**src/rtl/duty_step_pkg.sv**
```systemverilog
package duty_step_pkg;
  localparam int NUM_BTN = 2;
  localparam int BTN_DN  = 0;
  localparam int BTN_UP  = 1;

  typedef enum logic [1:0] {
    ST_IDLE = 2'd0,
    ST_DN   = 2'd1,
    ST_UP   = 2'd2,
    ST_LOCK = 2'd3
  } arb_state_t;
endpackage

```
**src/rtl/rst_sync.sv**
```systemverilog
module rst_sync #(
  parameter int STAGES = 2
) (
  input  logic clk,
  input  logic rst_n,
  output logic rst_ns
);
  logic [STAGES-1:0] chain_q;

  always_ff @(posedge clk or negedge rst_n) begin
    if (!rst_n) chain_q <= '0;
    else        chain_q <= {chain_q[STAGES-2:0], 1'b1};
  end

  assign rst_ns = chain_q[STAGES-1];
endmodule

```
**src/rtl/btn_sync.sv**
```systemverilog
module btn_sync #(
  parameter int STAGES = 2
) (
  input  logic clk,
  input  logic rst_n,
  input  logic din,
  output logic dout
);
  logic [STAGES-1:0] chain_q;
  logic [STAGES-1:0] chain_d;

  always_comb chain_d = {chain_q[STAGES-2:0], din};

  always_ff @(posedge clk or negedge rst_n) begin
    if (!rst_n) chain_q <= '1;
    else        chain_q <= chain_d;
  end

  assign dout = chain_q[STAGES-1];
endmodule

```
**src/rtl/btn_debounce.sv**
```systemverilog
module btn_debounce #(
  parameter int HOLD_CYCLES = 20000
) (
  input  logic clk,
  input  logic rst_n,
  input  logic level_i,
  output logic pressed_o
);
  localparam int CW = (HOLD_CYCLES < 2) ? 1 : $clog2(HOLD_CYCLES);
  localparam logic [CW-1:0] LAST = CW'(HOLD_CYCLES - 1);

  logic          stable_q, stable_d;
  logic [CW-1:0] cnt_q, cnt_d;
  logic          differs;

  always_comb begin
    differs  = (level_i != stable_q);
    stable_d = stable_q;
    cnt_d    = '0;
    if (differs) begin
      if (cnt_q == LAST) begin
        stable_d = level_i;
        cnt_d    = '0;
      end else begin
        cnt_d = cnt_q + 1'b1;
      end
    end
  end

  always_ff @(posedge clk or negedge rst_n) begin
    if (!rst_n) begin
      stable_q <= 1'b1;
      cnt_q    <= '0;
    end else begin
      stable_q <= stable_d;
      cnt_q    <= cnt_d;
    end
  end

  assign pressed_o = ~stable_q;
endmodule

```
**src/rtl/duty_arbiter.sv**
```systemverilog
module duty_arbiter
  import duty_step_pkg::*;
#(
  parameter int WIDTH    = 8,
  parameter int STEP     = 15,
  parameter int UP_LIMIT = 250
) (
  input  logic             clk,
  input  logic             rst_n,
  input  logic             dn_p,
  input  logic             up_p,
  output logic [WIDTH-1:0] duty_o,
  output logic             wr_o
);
  localparam logic [WIDTH-1:0] STEP_W  = WIDTH'(STEP);
  localparam logic [WIDTH-1:0] LIMIT_W = WIDTH'(UP_LIMIT);
  localparam logic [WIDTH:0]   MAX_X   = {1'b0, {WIDTH{1'b1}}};

  arb_state_t       state_q, state_d;
  logic [WIDTH-1:0] duty_q, duty_d;
  logic             wr_q, wr_d;
  logic             do_dec, do_inc;
  logic [WIDTH:0]   sum;

  always_comb begin
    state_d = state_q;
    do_dec  = 1'b0;
    do_inc  = 1'b0;
    case (state_q)
      ST_IDLE: begin
        if (dn_p)      state_d = ST_DN;
        else if (up_p) state_d = ST_UP;
      end
      ST_DN: begin
        if (!dn_p) begin
          do_dec  = 1'b1;
          state_d = up_p ? ST_LOCK : ST_IDLE;
        end
      end
      ST_UP: begin
        if (dn_p) begin
          state_d = ST_DN;
        end else if (!up_p) begin
          do_inc  = 1'b1;
          state_d = ST_IDLE;
        end
      end
      default: begin
        if (!dn_p && !up_p) state_d = ST_IDLE;
      end
    endcase
  end

  always_comb begin
    duty_d = duty_q;
    wr_d   = 1'b0;
    sum    = {1'b0, duty_q} + {1'b0, STEP_W};
    if (do_dec && (duty_q != '0)) begin
      duty_d = (duty_q < STEP_W) ? '0 : duty_q - STEP_W;
      wr_d   = 1'b1;
    end else if (do_inc && (duty_q < LIMIT_W)) begin
      duty_d = (sum > MAX_X) ? MAX_X[WIDTH-1:0] : sum[WIDTH-1:0];
      wr_d   = 1'b1;
    end
  end

  always_ff @(posedge clk or negedge rst_n) begin
    if (!rst_n) begin
      state_q <= ST_IDLE;
      duty_q  <= '0;
      wr_q    <= 1'b0;
    end else begin
      state_q <= state_d;
      wr_q    <= wr_d;
      if (wr_d) duty_q <= duty_d;
    end
  end

  assign duty_o = duty_q;
  assign wr_o   = wr_q;
endmodule

```
**src/rtl/duty_stepper.sv**
```systemverilog
module duty_stepper
  import duty_step_pkg::*;
#(
  parameter int WIDTH           = 8,
  parameter int STEP            = 15,
  parameter int UP_LIMIT        = 250,
  parameter int DEBOUNCE_CYCLES = 20000,
  parameter int SYNC_STAGES     = 2
) (
  input  logic             clk,
  input  logic             rst_n,
  input  logic             btn_dn_n,
  input  logic             btn_up_n,
  output logic [WIDTH-1:0] duty_o,
  output logic             duty_wr_o
);
  logic               rst_ns;
  logic [NUM_BTN-1:0] raw_n;
  logic [NUM_BTN-1:0] sync_n;
  logic [NUM_BTN-1:0] pressed;

  assign raw_n[BTN_DN] = btn_dn_n;
  assign raw_n[BTN_UP] = btn_up_n;

  rst_sync #(.STAGES(2)) u_rst (
    .clk    (clk),
    .rst_n  (rst_n),
    .rst_ns (rst_ns)
  );

  for (genvar g = 0; g < NUM_BTN; g++) begin : g_btn
    btn_sync #(.STAGES(SYNC_STAGES)) u_sync (
      .clk   (clk),
      .rst_n (rst_ns),
      .din   (raw_n[g]),
      .dout  (sync_n[g])
    );
    btn_debounce #(.HOLD_CYCLES(DEBOUNCE_CYCLES)) u_deb (
      .clk       (clk),
      .rst_n     (rst_ns),
      .level_i   (sync_n[g]),
      .pressed_o (pressed[g])
    );
  end

  duty_arbiter #(
    .WIDTH    (WIDTH),
    .STEP     (STEP),
    .UP_LIMIT (UP_LIMIT)
  ) u_arb (
    .clk    (clk),
    .rst_n  (rst_ns),
    .dn_p   (pressed[BTN_DN]),
    .up_p   (pressed[BTN_UP]),
    .duty_o (duty_o),
    .wr_o   (duty_wr_o)
  );
endmodule

```
**config.mk**
```make
export PLATFORM = sky130hd
export DESIGN_NAME = duty_stepper
export DESIGN_NICKNAME = d
export VERILOG_FILES = /design/src/rtl/duty_step_pkg.sv /design/src/rtl/rst_sync.sv /design/src/rtl/btn_sync.sv /design/src/rtl/btn_debounce.sv /design/src/rtl/duty_arbiter.sv /design/src/rtl/duty_stepper.sv
export SDC_FILE = /design/constraint.sdc
export NUM_CORES = 1
export LEC_CHECK = 0
export CORE_MARGIN = 2
export CORE_UTILIZATION = 50
export CTS_BUF_LIST = sky130_fd_sc_hd__clkbuf_4
export CTS_CLUSTER_SIZE = 8
export DETAILED_ROUTE_END_ITERATION = 6
export DONT_BUFFER_PORTS = 1
export REMOVE_ABC_BUFFERS = 1
export SETUP_SLACK_MARGIN = 0.1
export SYNTH_ARGS = -nofsm -noshare
export SYNTH_HDL_FRONTEND = slang
export SYNTH_HIERARCHICAL = 1
export SYNTH_SLANG_ARGS = --single-unit
```
**constraint.sdc**
```tcl
create_clock -name clk -period 1.85 [get_ports clk]
set_clock_uncertainty 0.2 [all_clocks]
set_input_delay 0.0925 -clock clk [delete_from_list [all_inputs] [get_ports clk]]
set_output_delay 0.0925 -clock clk [all_outputs]
set_load 0.01 [all_outputs]
```
==> key figures <==
Floorplanning
  – Initial Util: 0.522
  – Ports: 13
  – Site row count: 26
  – DIE AREA: 5970 sq um
  – Die extent in y: slightly below 80 um
  – DIE WIDTH: roughly 77 um
  – Core Box Area: around 5100 sq um

Worst hold path
  – Min-delay worst type: flip-flop to async pin

STA
  – Final Cycle Share: 1.14
  – Final Max Slew Viols: 0
  – RSZ-0062 raised after global routing: true
  – Setup violators final: 37
  – Minimum clock period: ~2100 ps
  – Hold Vio Cnt, Final: 0
  – Final worst slack: -258 ps
  – Achievable frequency: 0.474 GHz

GRT
  – GRT overflow: 0
  – Largest net degree at the start of global routing: 30
  – First-pass GRT wire length: between 10000 and 15000 um
  – GRT Total Usage: 0.225
  – Via count of the first global-routing pass: 2358
  – Initial antenna violation count: 0

Logic synthesis
  – Synthesized cell area: ~2700 sq um
  – Unique masters post-synth: 52
  – Asr flop ratio synth: 1.00
  – Syn Area/Cell: between 9 and 10 sq um
  – Yosys top cell area share: 0.401
  – Mapped Cells: ~280
  – Synth warn: 6
  – Ranking of synthesized cells by area: dfrtp_1 40%, xnor2_1 7.5%, dfstp_2 5.9%
  – Most used flip-flop cell after synthesis: dfrtp_1
  – Post-synth EDFFs: 0
  – Post-synthesis sequential area ratio: 0.460
  – Synth Register Bits: 49
  – Cell taking the most area after synthesis: dfrtp_1

Placed design
  – Area after DPL: 3240 sq um
  – Port-buffer cells: 0
  – Routability cong.: roughly 0.9
  – DP HPWL: 4240 um
  – DP Cell Count: 406

Worst setup path
  – Critical path class: flip-flop to flip-flop
  – Req. time, crit path: about 2000 ps
  – Crit path max fanout: 3
  – Worst EP arrival: between 2000 and 2500 ps
  – R2R setup slack: -260 ps
  – Crit end category: flip-flop
  – Critical path launch point type: flip-flop

Status
  – Failing checks: setup timing
  – Outcome: finished, violations left

Clock tree
  – Clock sinks: between 40 and 50
  – Clock-pin slew on the worst setup and hold paths: 150 ps
  – CTS max path bufs: 2
  – Worst-Skew Late Latency: around 360 ps
  – TritonCTS clock tree: done
  – Clock root buffer: clkbuf_4
  – Htree depth: 2
  – CTS Buf Count: 5

Finish
  – Non-Filler Instances: approximately 430
  – Synthesis-to-layout area growth: 38.9%
  – Commonest non-fill, non-tap cell in the layout: buf_4
  – Nets: about 370
  – Fraction of layout cells with a size suffix above 1: 0.430
  – Post-Layout Inst Area: roughly 3700 sq um
  – # diodes: 0
  – Commonest non-fill, non-tap cells in the layout: 68 x buf_4, 42 x dfrtp_1, 23 x xnor2_1

Power
  – Static Leak: between 0.0015 and 0.002 uW
  – Power per cell area: 495 nW/um^2
  – Peak supply drop: 0.361 mV
  – Total power: 1850 uW

Job
  – Total of max-cap violations: 0

Route
  – Initial drt markers: approximately 200
  – DRC errors left: 0
  – Drt wl/cell: 14.8 um
  – Post-route antenna net violation count: 0
  – Total Routed Length: 6340 um
  – Via count: 2369
  – Drt pass-1 iters: 4
  – Avg Vias per Cell: 5.54
metal layers:
metal,global-route usage,vias up,part of all wire
met3,0.0400,10,0.035
met1,0.311,1162,0.47
li1,-,1148,-
met4,0.0732,0,0.015
met5,0,-,0
met2,0.358,49,0.48
cells in the mapped netlist (4+ instances only):
cell      instances
or3_1             4
nor4_1            6
nor2_1           39
nand3_1          15
xor2_1            6
nand2_1          12
nor3_1           10
dfrtp_1          43
inv_1            16
o21ai_1           5
nand4_1           9
xnor2_1          23
buf_2             4
and3_1            4
clkbuf_1          4
ha_1              5
a21oi_1          10
dfstp_2           6
registers in the layout (all words and copies together), names as in the netlist:
| register | flops |
|---|---|
| g_btn.u_deb/cnt_q | 30 |
| g_btn.u_deb/stable_q | 2 |
| g_btn.u_sync/chain_q | 4 |
| u_arb/duty_o | 8 |
| u_arb/state_q | 2 |
| u_arb/wr_o | 1 |
| u_rst/chain_q | 2 |
logic make-up (layout without fill, tap and decap cells):
| group | Yosys count | after routing | synth area share |
|---|---|---|---|
| mux | 5 | 5 | 0.0224 |
| buf+inv | 27 | 105 | 0.0466 |
| compound gates | 42 | 42 | 0.110 |
| xor+xnor | 29 | 29 | 0.0946 |
| other cells | 1 | 1 | 0.00140 |
| flops | 49 | 49 | 0.460 |
| fa+ha+maj | 5 | 5 | 0.0233 |
| simple gates | 120 | 122 | 0.242 |
area by class of cell:
class	count	area, sq um
clock inverters	2	35.0
clock buffers	6	45.0
fillers	393	1410
well taps	70	87.6
flip-flops and latches	49	1230
multi-input cells	204	1600
repair buffers	81	661
inverters	16	60.1
final timing paths:
kind | depth (start not counted) | to | start
min in group clk | 1 | g_btn[1].u_sync/chain_q[0]$_DFF_PN1_ | btn_up_n
worst min register to register | 0 | g_btn[1].u_deb/cnt_q[6]$_DFF_PN0_ | u_rst/chain_q[1]$_DFF_PN0_
max in group asynchronous | 1 | g_btn[0].u_deb/stable_q$_DFFE_PN1P_ | u_rst/chain_q[1]$_DFF_PN0_
worst min-delay path | 0 | g_btn[1].u_deb/cnt_q[6]$_DFF_PN0_ | u_rst/chain_q[1]$_DFF_PN0_
worst max register to register | 7 | u_arb/duty_o[2]$_DFFE_PN0P_ | u_arb/duty_o[0]$_DFFE_PN0P_
worst max-delay path | 7 | u_arb/duty_o[2]$_DFFE_PN0P_ | u_arb/duty_o[0]$_DFFE_PN0P_
worst max-delay path, stage by stage (launching register included):
cell and delay [ps]:
dfrtp_1 430, inv_2 90, ha_4 200, or4b_4 550, nor3b_2 170, a21oi_1 90, o211ai_2 130, o221a_1 200
through the flow:
step	setup WS (ps)	TNS (ps)	hold WS, ps	util
final	-258	-4960	13.9	0.725
after global routing	-354	-6480	28.9	0.725
after CTS	-281	-4210	37.4	0.699
after detailed placement	-326	-8270	-403	0.630
after global placement	-266	-7480	-403	0.630
after floorplan	-370	-5920	-403	-
power by group:
part | switching [uW] | internal, uW
clock network | 337 | 299
registers | 16.9 | 1090
logic | 55.4 | 45.9
total | 409 | 1440
timing repair:
item,CTS,global route
setup buffers,6,4
hold buffers,4,0
pin swaps,41,8
gates cloned,2,0
hold endpoints to repair,4,0
endpoints found under the setup margin,37,37
resized for setup,40,30
Power figures use the tool's default switching activity.
